`config.mk`:
```
export PLATFORM = sky130hd
export DESIGN_NAME = ecc_page_scan
export DESIGN_NICKNAME = d
export VERILOG_FILES = /design/src/rtl/ecc_scan_pkg.sv /design/src/rtl/ecc_word_decode.sv /design/src/rtl/ecc_scan_accum.sv /design/src/rtl/ecc_scan_ctrl.sv /design/src/rtl/ecc_page_scan.sv
export SDC_FILE = /design/constraint.sdc
export NUM_CORES = 1
export LEC_CHECK = 0
export BUFFER_PORTS_ARGS = -buffer_cell sky130_fd_sc_hd__buf_4
export CORE_MARGIN = 4
export CORE_UTILIZATION = 48
export DETAILED_ROUTE_END_ITERATION = 8
export GPL_TIMING_DRIVEN = 0
export HOLD_SLACK_MARGIN = 0.05
export PLACE_DENSITY = 0.82
export SYNTH_ARGS = -nofsm -noshare
export SYNTH_HDL_FRONTEND = slang
export SYNTH_SLANG_ARGS = --single-unit
```
`constraint.sdc`:
```
create_clock -name clk -period 2.47 [get_ports clk]
set_clock_uncertainty 0.2 [all_clocks]
set_input_delay 0.1235 -clock clk [delete_from_list [all_inputs] [get_ports clk]]
set_output_delay 0.1235 -clock clk [all_outputs]
set_load 0.03 [all_outputs]
```
`src/rtl/ecc_scan_pkg.sv`:
```
package ecc_scan_pkg;

    localparam int WORD_W   = 64;
    localparam int CNT_W    = 6;
    localparam int USR_W    = 16;
    localparam int FLAG_BIT = 31;
    localparam int CNT_LSB  = 24;
    localparam int ZERO_LSB = 16;
    localparam logic [CNT_W-1:0] CNT_BAD = '1;

    typedef struct packed {
        logic             done_flag;
        logic [CNT_W-1:0] cnt;
        logic [CNT_W-1:0] zeros;
        logic [USR_W-1:0] usr;
    } sec_stat_t;

    typedef enum logic [1:0] {
        ST_IDLE,
        ST_ISSUE,
        ST_EVAL
    } scan_st_t;

    function automatic logic is_uncorrectable(input logic [CNT_W-1:0] c);
        return c == CNT_BAD;
    endfunction

endpackage

```
`src/rtl/ecc_word_decode.sv`:
```
module ecc_word_decode
    import ecc_scan_pkg::*;
(
    input  logic [WORD_W-1:0] word,
    output sec_stat_t         stat
);

    logic unused_word_bits;
    assign unused_word_bits = ^{word[WORD_W-1:FLAG_BIT+1], word[FLAG_BIT-1],
                                word[CNT_LSB-1:ZERO_LSB+CNT_W]};

    always_comb begin
        stat.done_flag = word[FLAG_BIT];
        stat.cnt       = word[CNT_LSB +: CNT_W];
        stat.zeros     = word[ZERO_LSB +: CNT_W];
        stat.usr       = word[USR_W-1:0];
    end

endmodule

```
`src/rtl/ecc_scan_accum.sv`:
```
module ecc_scan_accum
    import ecc_scan_pkg::*;
#(
    parameter int TOT_W = 12
) (
    input  logic             clk,
    input  logic             rst,
    input  logic             clr,
    input  logic             acc_en,
    input  logic [CNT_W-1:0] cnt,
    output logic [CNT_W-1:0] max_cnt,
    output logic [TOT_W-1:0] total
);

    always_ff @(posedge clk) begin
        if (rst || clr) begin
            max_cnt <= '0;
            total   <= '0;
        end else if (acc_en) begin
            if (cnt > max_cnt)
                max_cnt <= cnt;
            total <= total + {{(TOT_W-CNT_W){1'b0}}, cnt};
        end
    end

    AST_TOTAL_GROWS: assert property (@(posedge clk) disable iff (rst)
        acc_en |=> (total >= $past(total)));

    AST_MAX_LE_TOTAL: assert property (@(posedge clk) disable iff (rst)
        ({{(TOT_W-CNT_W){1'b0}}, max_cnt} <= total));

endmodule

```
`src/rtl/ecc_scan_ctrl.sv`:
```
module ecc_scan_ctrl
    import ecc_scan_pkg::*;
#(
    parameter int IDX_W = 6
) (
    input  logic             clk,
    input  logic             rst,
    input  logic             start,
    input  logic [IDX_W-1:0] steps,
    input  sec_stat_t        stat,
    output logic             rd_en,
    output logic [IDX_W-1:0] idx,
    output logic             clr,
    output logic             acc_en,
    output logic             done,
    output logic             fail,
    output logic             busy
);

    scan_st_t         state;
    logic [IDX_W-1:0] last;
    logic             is_last;
    logic             waiting;
    logic             bad;

    assign is_last = (idx == last);
    assign waiting = (state == ST_EVAL) && is_last && !stat.done_flag;
    assign bad     = is_uncorrectable(stat.cnt);

    assign rd_en  = (state == ST_ISSUE);
    assign busy   = (state != ST_IDLE);
    assign clr    = (state == ST_IDLE) && start;
    assign acc_en = (state == ST_EVAL) && !waiting && !bad;

    always_ff @(posedge clk) begin
        if (rst) begin
            state <= ST_IDLE;
            idx   <= '0;
            last  <= '0;
            done  <= 1'b0;
            fail  <= 1'b0;
        end else begin
            done <= 1'b0;
            unique case (state)
                ST_IDLE: begin
                    if (start) begin
                        fail <= 1'b0;
                        idx  <= '0;
                        last <= steps - 1'b1;
                        if (steps == '0)
                            done <= 1'b1;
                        else
                            state <= ST_ISSUE;
                    end
                end
                ST_ISSUE: state <= ST_EVAL;
                ST_EVAL: begin
                    if (waiting) begin
                        state <= ST_ISSUE;
                    end else if (bad) begin
                        fail  <= 1'b1;
                        done  <= 1'b1;
                        state <= ST_IDLE;
                    end else if (is_last) begin
                        done  <= 1'b1;
                        state <= ST_IDLE;
                    end else begin
                        idx   <= idx + 1'b1;
                        state <= ST_ISSUE;
                    end
                end
                default: state <= ST_IDLE;
            endcase
        end
    end

    AST_DONE_SINGLE: assert property (@(posedge clk) disable iff (rst)
        done |=> !done);

    AST_RD_IN_RANGE: assert property (@(posedge clk) disable iff (rst)
        rd_en |-> (idx <= last));

    AST_FAIL_AT_DONE: assert property (@(posedge clk) disable iff (rst)
        $rose(fail) |-> done);

endmodule

```
`src/rtl/ecc_page_scan.sv`:
```
module ecc_page_scan
    import ecc_scan_pkg::*;
#(
    parameter int MAX_STEPS = 63
) (
    input  logic                             clk,
    input  logic                             rst,
    input  logic                             start,
    input  logic [$clog2(MAX_STEPS+1)-1:0]   step_cnt,
    output logic                             rd_en,
    output logic [$clog2(MAX_STEPS+1)-1:0]   rd_addr,
    input  logic [63:0]                      rd_data,
    output logic                             done,
    output logic                             busy,
    output logic                             fail,
    output logic [5:0]                       max_cnt,
    output logic [$clog2(MAX_STEPS*62+1)-1:0] total_cnt,
    output logic                             sec_vld,
    output logic [$clog2(MAX_STEPS+1)-1:0]   sec_idx,
    output logic [5:0]                       sec_cnt,
    output logic [5:0]                       sec_zeros,
    output logic [15:0]                      sec_user
);

    localparam int IDX_W = $clog2(MAX_STEPS + 1);
    localparam int TOT_W = $clog2(MAX_STEPS * (int'(CNT_BAD) - 1) + 1);

    sec_stat_t        stat;
    logic [IDX_W-1:0] idx;
    logic             clr;
    logic             acc_en;

    ecc_word_decode u_dec (
        .word (rd_data),
        .stat (stat)
    );

    ecc_scan_ctrl #(.IDX_W(IDX_W)) u_ctrl (
        .clk    (clk),
        .rst    (rst),
        .start  (start),
        .steps  (step_cnt),
        .stat   (stat),
        .rd_en  (rd_en),
        .idx    (idx),
        .clr    (clr),
        .acc_en (acc_en),
        .done   (done),
        .fail   (fail),
        .busy   (busy)
    );

    ecc_scan_accum #(.TOT_W(TOT_W)) u_acc (
        .clk     (clk),
        .rst     (rst),
        .clr     (clr),
        .acc_en  (acc_en),
        .cnt     (stat.cnt),
        .max_cnt (max_cnt),
        .total   (total_cnt)
    );

    assign rd_addr = idx;

    always_ff @(posedge clk) begin
        if (rst) begin
            sec_vld   <= 1'b0;
            sec_idx   <= '0;
            sec_cnt   <= '0;
            sec_zeros <= '0;
            sec_user  <= '0;
        end else begin
            sec_vld <= acc_en;
            if (acc_en) begin
                sec_idx   <= idx;
                sec_cnt   <= stat.cnt;
                sec_zeros <= stat.zeros;
                sec_user  <= stat.usr;
            end
        end
    end

    AST_NO_READ_AT_DONE: assert property (@(posedge clk) disable iff (rst)
        done |-> !rd_en);

    AST_BUSY_NOT_DONE: assert property (@(posedge clk) disable iff (rst)
        busy |-> !done);

    AST_REPORT_GOOD: assert property (@(posedge clk) disable iff (rst)
        sec_vld |-> (sec_cnt != CNT_BAD));

endmodule

```
Word level (Yosys, flattened, before mapping). Index checks and enable logic that the tools add are counted.

Equal/unequal tests: 10. Reductions and logical operators: 18. Muxes and demuxes: 21. Magnitude comparators: 1. Add/sub/neg operators: 3.

Operators by type and width (number): 6-bit two-way mux (4); 12-bit by 6-bit adder with 12-bit output (1); 6-bit case mux with 2 select lines (1); 2-bit inequality test (second input constant) (5); 1-bit two-way mux (9); 2-bit two-way mux (4); 6-bit by 1-bit adder with 6-bit output (second input constant) (1); 6-bit == test (1); 6-bit == test (second input constant) (1); 6-bit greater-than comparator (1); 6-bit logical NOT (1); 2-bit case mux with 3 select lines (1); 2-bit AND reduction (3); 6-bit by 1-bit subtractor with 6-bit output (second input constant) (1); 1-bit logical AND (5); 5-bit AND reduction (1); 1-bit case mux with 2 select lines (2); 4-bit AND reduction (1); 2-bit nonzero test (2); 1-bit logical NOT (3); 2-bit by 1-bit == test with 1-bit output (second input constant) (1); 2-bit == test (second input constant) (1); 2-bit logical NOT (1); 2-bit by 1-bit inequality test with 1-bit output (second input constant) (1); 1-bit logical OR (1).

Word-level logic and storage cells: 65. Input port bits: 73. Output and inout port bits: 63. Register bits after elaboration: 69.

Logic depth before layout (Yosys ltp). Gate-level depths: netlist of the first run.

Depth in word-level cells: 7. Gate-level depth with buffers: 8. Depth with buffers taken out: 7.

Hierarchy. From an unflattened synthesis of the first run, not the netlist that was laid out.

Cells, all modules: 384. Area total of the unflattened synthesis: 3550.9 um^2.

By module, submodules not included: ecc_page_scan (times used 1, sequential area each 700.7 um^2, area each 1263.7 um^2, cells each 112); ecc_scan_accum (times used 1, sequential area each 360.3 um^2, area each 1169.9 um^2, cells each 137); ecc_scan_ctrl (times used 1, sequential area each 320.3 um^2, area each 899.6 um^2, cells each 106); ecc_word_decode (times used 1, sequential area each 0.0 um^2, area each 217.7 um^2, cells each 29).

Worst setup path before layout of the first run. No wires, ideal clock.

Path kind: register to register. Start: register u_acc.total[0]. End: register u_acc.total[8]. Slack: 0.211 ns. Required time: 2.138 ns. Clock period less this slack: 2.259 ns. Arrival: 1.927 ns. Library setup time: 0.132 ns. Cell stages (with the launch flop): 8. Path buffers: 0. Cell sequence: dfxtp_1 ha_1 fa_1 a211oi_1 o21bai_1 a21oi_1 or4_1 a21oi_1.

Word-level cells in the longest chain between the ends: 1.

Ends and longest elaborated chain: start, declared (RTL line ecc_scan_accum.sv:12) `output logic [TOT_W-1:0] total`; start signal, assigned (RTL line ecc_scan_accum.sv:22) `total <= total + {{(TOT_W-CNT_W){1'b0}}, cnt};`; 12-bit by 6-bit adder with 12-bit output (RTL line ecc_scan_accum.sv:22).

Every way passes these cells. A chain may end at the register's enable or synchronous reset.

Worst setup path after layout of the first run.
Start: register u_ctrl.idx[1]. End: register u_acc.total[11].

Word-level cells in the longest chain between the ends: 6.

Ends and longest elaborated chain: start, declared (RTL line ecc_scan_ctrl.sv:12) `output logic [IDX_W-1:0] idx,`; start signal, assigned (RTL line ecc_scan_ctrl.sv:68) `idx <= idx + 1'b1;`; 6-bit == test (RTL line ecc_scan_ctrl.sv:26) `assign is_last = (idx == last);`; 1-bit logical AND (2 in a row) (RTL line ecc_scan_ctrl.sv:27) `assign waiting = (state == ST_EVAL) && is_last && !stat.done_flag;`; 1-bit logical NOT (RTL line ecc_scan_ctrl.sv:33) `assign acc_en = (state == ST_EVAL) && !waiting && !bad;`; 1-bit logical AND (2 in a row) (RTL line ecc_scan_ctrl.sv:33).

Every way passes these cells.

==> results of run 1 <==
==> sequential cells by signal, summed over array words and instances, names as in the netlist <==
| register | cells |
|---|---|
| sec_user | 16 |
| sec_zeros | 6 |
| u_acc.total | 12 |
| sec_cnt | 6 |
| u_ctrl.state | 2 |
| u_ctrl.fail | 1 |
| u_ctrl.last | 6 |
| u_ctrl.done | 1 |
| u_ctrl.idx | 6 |
| sec_vld | 1 |
| u_acc.max_cnt | 6 |
| sec_idx | 6 |
==> critical path, stage by stage (launching register included) <==
cell      delay, ps
dfxtp_1         470
xor2_1          290
nor4_4          110
buf_4           160
a2111o_1        430
or4_1           410
a21oi_1         150
==> final timing paths <==
check | start | endpoint | cells past startpoint
worst min-delay path | rd_data[24] | u_acc.total[1] | 5
worst max-delay path | u_ctrl.idx[1] | u_acc.total[11] | 6
worst max register to register | u_ctrl.idx[1] | u_acc.total[11] | 6
worst min register to register | sec_cnt[0] | sec_cnt[0] | 2
==> metrics by stage <==
stage          instance area (sq um)  hold WS [ps]  setup slack (ps)  cells  power (mW)
2_1_floorplan                   3210          19.2               211    386        1.42
3_3_place_gp                    4060           129               129    563        1.56
3_5_place_dp                    4060           129              84.5    563        1.57
4_1_cts                         4670           234              29.9    620        2.54
5_1_grt                         4700           276              2.24    623        2.66
6_report                        4700           248               166    623        2.55
==> where the power goes <==
group / switching, mW / total, mW / internal [mW] / leakage, nW
combinational: 0.253 / 0.460 / 0.207 / 1.31
sequential: 0.0208 / 1.16 / 1.14 / 0.559
clock: 0.456 / 0.926 / 0.469 / 0.0996
total: 0.730 / 2.55 / 1.82 / 1.97
==> kinds of logic (layout without fill, tap and decap cells) <==
group | count (synthesis) | after routing
AND/OR/NAND/NOR | 141 | 141
AO/OA/AOI/OAI | 111 | 111
flip-flops | 69 | 69
buffers and inverters | 34 | 194
adder cells (fa/ha/maj) | 16 | 16
XOR/XNOR | 15 | 15
==> area by class of cell <==
class / count / area (sq um) / area share (%)
Tap cell: 77 / 96.3 / 2.05
Clock buffer: 9 / 124 / 2.64
Inverter: 15 / 56.3 / 1.20
Timing Repair Buffer: 144 / 1180 / 25.2
Multi-Input combinational cell: 283 / 1700 / 36.2
Sequential cell: 69 / 1380 / 29.4
Buffer: 19 / 85.1 / 1.81
Clock inverter: 7 / 73.8 / 1.57
==> routing by layer <==
metal / up-vias / share of wire (%) / global-route usage, %
li1: 1659 / - / -
met2: 116 / 50 / 41.2
met5: - / 0 / 0
met4: 0 / 0.63 / 4.98
met3: 5 / 6.2 / 6.01
met1: 1528 / 43 / 29.5
==> cells in the mapped netlist (all sizes together), types with 3 or more instances <==
cell | n | area share [%]
ha | 15 | 5.8
nand2 | 87 | 10
nor3 | 3 | 0.62
a211oi | 10 | 2.3
a21o | 4 | 0.94
nor2 | 16 | 1.9
clkbuf | 10 | 1.2
inv | 15 | 1.8
a21oi | 57 | 8.9
a211o | 3 | 0.82
nor3b | 3 | 0.86
o21bai | 3 | 0.70
o21ai | 10 | 1.6
buf | 9 | 1.4
xor2 | 7 | 2.4
dfxtp | 69 | 43
or3 | 5 | 0.97
nand3 | 13 | 2.0
xnor2 | 8 | 2.2
o21a | 3 | 0.70
o32ai | 3 | 0.82
==> repair_timing <==
item	in CTS	in global routing
hold endpoints to repair	50	0
setup endpoints to repair	0	40
resized for setup	0	5
setup buffers	0	3
hold buffers	41	0
==> out/results.tsv, run 1 <==
metric	value	unit
outcome	complete, no violations	
Synth Area in XOR/XNOR	4.56	%
Vias	3308	
critical path class	flop to flop	
antenna violation net count after detailed routing	0	
Tot GR Track Use	23.6	%
post-synthesis adder-cell area fraction	6.47	%
Seq/Total Area, Yosys	43.0	%
Reg2Reg Setup Slack	170	ps
Post-Syn Area	3210	sq um
DR DRC count	0	
Avg WL per Cell	15.0	um
total nets after synthesis	475	
Die Span Y	89.8	um
EDFF count, synth	0	
num ports	136	
CTS max path bufs	2	
Max-Cap Viols	0	
Max-slew headroom	54.8	%
Routed Wire Length	9.36	mm
Sum Neg Setup Slack	0	ps
synth-to-layout area growth	46.4	%
Synth Instances	386	
Die Span X	89.8	um
Root Buffer Master	clkbuf_8	
first-pass GRT wire length	15.9	mm
Final Max Tran Viols	0	
WP data arrival	2370	ps
Initial Util	50.0	%
Post-Synth Simple-Gate Area	19.9	%
Clock transition at path regs	80	ps
worst slew pin tran	675	ps
post-synthesis register bit count	69	
Rows	29	
RePlAce Congestion	0.857	
Syn Area/Cell	8.32	sq um
min cycle time layout	2300	ps
Synth Area in Compound Gates	21.7	%
most frequent cells in the layout	104 x buf_4, 87 x nand2_1, 69 x dfxtp_1	
Final Setup Violations	0	
layout cells sized above 1	24.9	%
vias in the first global route	3238	
unrepaired setup endpoints after global routing	false	
Peak VDD IR	0.419	mV
most common cell after layout, fill and taps aside	buf_4	
via/cell ratio	5.31	
Pwr Density	542	nW/um^2
Inserted Diodes	0	
H-tree Lvls	3	
startpoint types	flop	
crit path max fanout	7	
Final nets	630	
antenna violations before repair	0	
Max Clock Freq	0.434	GHz
final core utilization	73.2	%
LEAKAGE	1.97	nW
Skew-Pair Late Insertion Delay	350	ps
worst endpoint required time	2530	ps
Synth Flop Type	dfxtp_1	
largest family of logic cells by synthesized area	compound AO/OA/AOI/OAI gates	
CTS Buf Count	9	
total congestion overflow	0	
Port Buffer Count	100	
Synth cell types	51	
initial drt markers	141	
HPWL after DPL	6.59	mm
Pre-antenna DRT Iters	4	
Async SR Flop Fraction	0	%
Fillers	487	
total die area	8060	sq um
largest net degree at the start of global routing	14	
type of the worst min-delay path	input pin to flop	
CTS tree	done	
CTS sink cnt	69	
multiplexer share of the synthesized area	0	%
critical path capture point type	flop	
period utilization	93.3	%
Core ar.	6420	sq um
Hold Violations, Final	0	
Yosys Warn Count	0	
Note: power is estimated with default switching activity, not from simulation.
==> run 2: changes to the inputs <==
- PLACE_DENSITY: 0.82 -> default
- PLACE_DENSITY_LB_ADDON: default -> 0.1
==> run 2 against run 1 <==
  * Worst hold slack got worse by 14 ps
  * Fmax fell by 1.8%
  * Critical path depth rose by 1
  * First-iteration DRC count fell by 5.7%
  * Critical endpoint is now u_acc.total[8]
  * Largest cell class unchanged
==> out/results.tsv, run 2 (synthesis gave the netlist of run 1 again) <==
metric	value	unit	change
outcome	complete, no violations		
met1 wire length	3.90	mm	-2.9%
Finished Cell Area	4710	sq um	+0.21%
unrepaired setup endpoints after global routing	false		
area post-placement	4060	sq um	unchanged
setup ws final	125	ps	-41.7 ps
Final Setup Violations	0		unchanged
DR DRC count	0		unchanged
vias in the first global route	3338		+3.1%
total congestion overflow	0		unchanged
met2 wire length	4.61	mm	-2.0%
Sum Neg Setup Slack	0	ps	unchanged
Top Registers	sec_user (16), u_acc.total (12)		
HPWL after DPL	6.44	mm	-2.2%
most common cell after layout, fill and taps aside	buf_4		
largest net degree at the start of global routing	14		unchanged
Clock transition at path regs	80	ps	about the same
critical path class	flop to flop		
total chip power	2.65	mW	+3.9%
Rows	29		unchanged
Port Buffer Count	100		unchanged
CTS Buf Count	9		unchanged
setup slack at placement	41.0	ps	-43.5 ps
Initial Util	50.0	%	unchanged
CTS sink cnt	69		unchanged
Pwr Density	563	nW/um^2	+3.7%
Die Span Y	89.8	um	unchanged
worst slew pin tran	643	ps	-31.4 ps
met3 routed WL	548	um	-4.9%
Avg WL per Cell	14.8	um	-1.5%
Fin Hold WS	233	ps	-14.1 ps
Tot GR Track Use	23.1	%	-0.49 points
cell count after placement	563		unchanged
crit path max fanout	6		-1
FF+latch area	1380	sq um	unchanged
Max-Cap Viols	0		unchanged
CTS max path bufs	2		unchanged
max reg flops	16		unchanged
antenna violations before repair	0		unchanged
synth-to-layout area growth	46.7	%	
final core utilization	73.3	%	+0.16 points
via/cell ratio	5.30		-0.20%
min cycle time layout	2350	ps	+41.7 ps
Fillers	494		+1.4%
startpoint types	flop		
final std cells w/o fill	622		-0.16%
Top Metal Used	met4		
RePlAce Congestion	0.883		+3.1%
H-tree Lvls	3		unchanged
first-pass GRT wire length	15.6	mm	-2.0%
Die Span X	89.8	um	unchanged
type of the worst min-delay path	input pin to flop		
Max Clock Freq	0.426	GHz	-1.8%
WP data arrival	2360	ps	about the same
Pre-antenna DRT Iters	5		+1
Vias	3296		-0.36%
Root Buffer Master	clkbuf_8		
Core ar.	6420	sq um	unchanged
most frequent cells in the layout	104 x buf_4, 87 x nand2_1, 69 x dfxtp_1		
Final nets	629		-0.16%
Final Max Tran Viols	0		unchanged
period utilization	95.0	%	+1.7 points
LEAKAGE	1.97	nW	+0.46%
CTS tree	done		
Hold Violations, Final	0		unchanged
Peak VDD IR	0.314	mV	-25%
antenna violation net count after detailed routing	0		unchanged
layout cells sized above 1	25.1	%	+0.23 points
Max-slew headroom	56.9	%	+2.1 points
initial drt markers	133		-5.7%
worst endpoint required time	2480	ps	-50 ps
multi-input logic area	1690	sq um	-0.44%
Routed Wire Length	9.20	mm	-1.7%
Skew-Pair Late Insertion Delay	350	ps	about the same
Inserted Diodes	0		unchanged
num ports	136		unchanged
critical path capture point type	flop		
total die area	8060	sq um	unchanged
Largest Register	sec_user		
run 2: worst max-delay path, stage by stage (launching register included):
cell and delay (ps):
dfxtp_1 330, ha_1 210, fa_1 430, a211oi_1 380
o21bai_1 150, a21oi_2 290, or4_1 160, a21oi_1 60
run 2: area by class of cell:
type | instances | area share [%]
clock buffers | 9 | 2.63
plain buffers | 19 | 1.86
well taps | 77 | 2.05
flip-flops and latches | 69 | 29.3
inverters | 15 | 1.20
multi-input cells | 283 | 35.9
clock inverters | 7 | 2.10
repair buffers | 143 | 24.9
run 2: path summary, 6_finish.rpt:
check	cells after the start	slack, ps	startpoint	to
worst min register to register	2	260	sec_idx[5]	sec_idx[5]
worst max-delay path	7	120	u_acc.total[0]	u_acc.total[8]
worst max register to register	7	120	u_acc.total[0]	u_acc.total[8]
worst min-delay path	5	230	rd_data[24]	u_acc.total[1]
run 2: per-layer routing:
| layer | vias up | GRT usage (%) |
|---|---|---|
| met2 | 93 | 40.2 |
| li1 | 1663 | - |
| met1 | 1524 | 27.5 |
| met5 | - | 0 |
| met4 | 0 | 7.41 |
| met3 | 16 | 6.59 |
run 2: what timing repair did:
item                                    CTS  global route
buffers inserted                          0             3
hold buffers                             40             0
hold endpoints to repair                 50             0
endpoints found under the setup margin    0            36
gates resized for setup                   0             6
run 2: power breakdown:
part | leakage, nW | internal (mW) | switching, mW
logic | 1.31 | 0.205 | 0.247
registers | 0.559 | 1.14 | 0.0204
clock network | 0.110 | 0.573 | 0.461
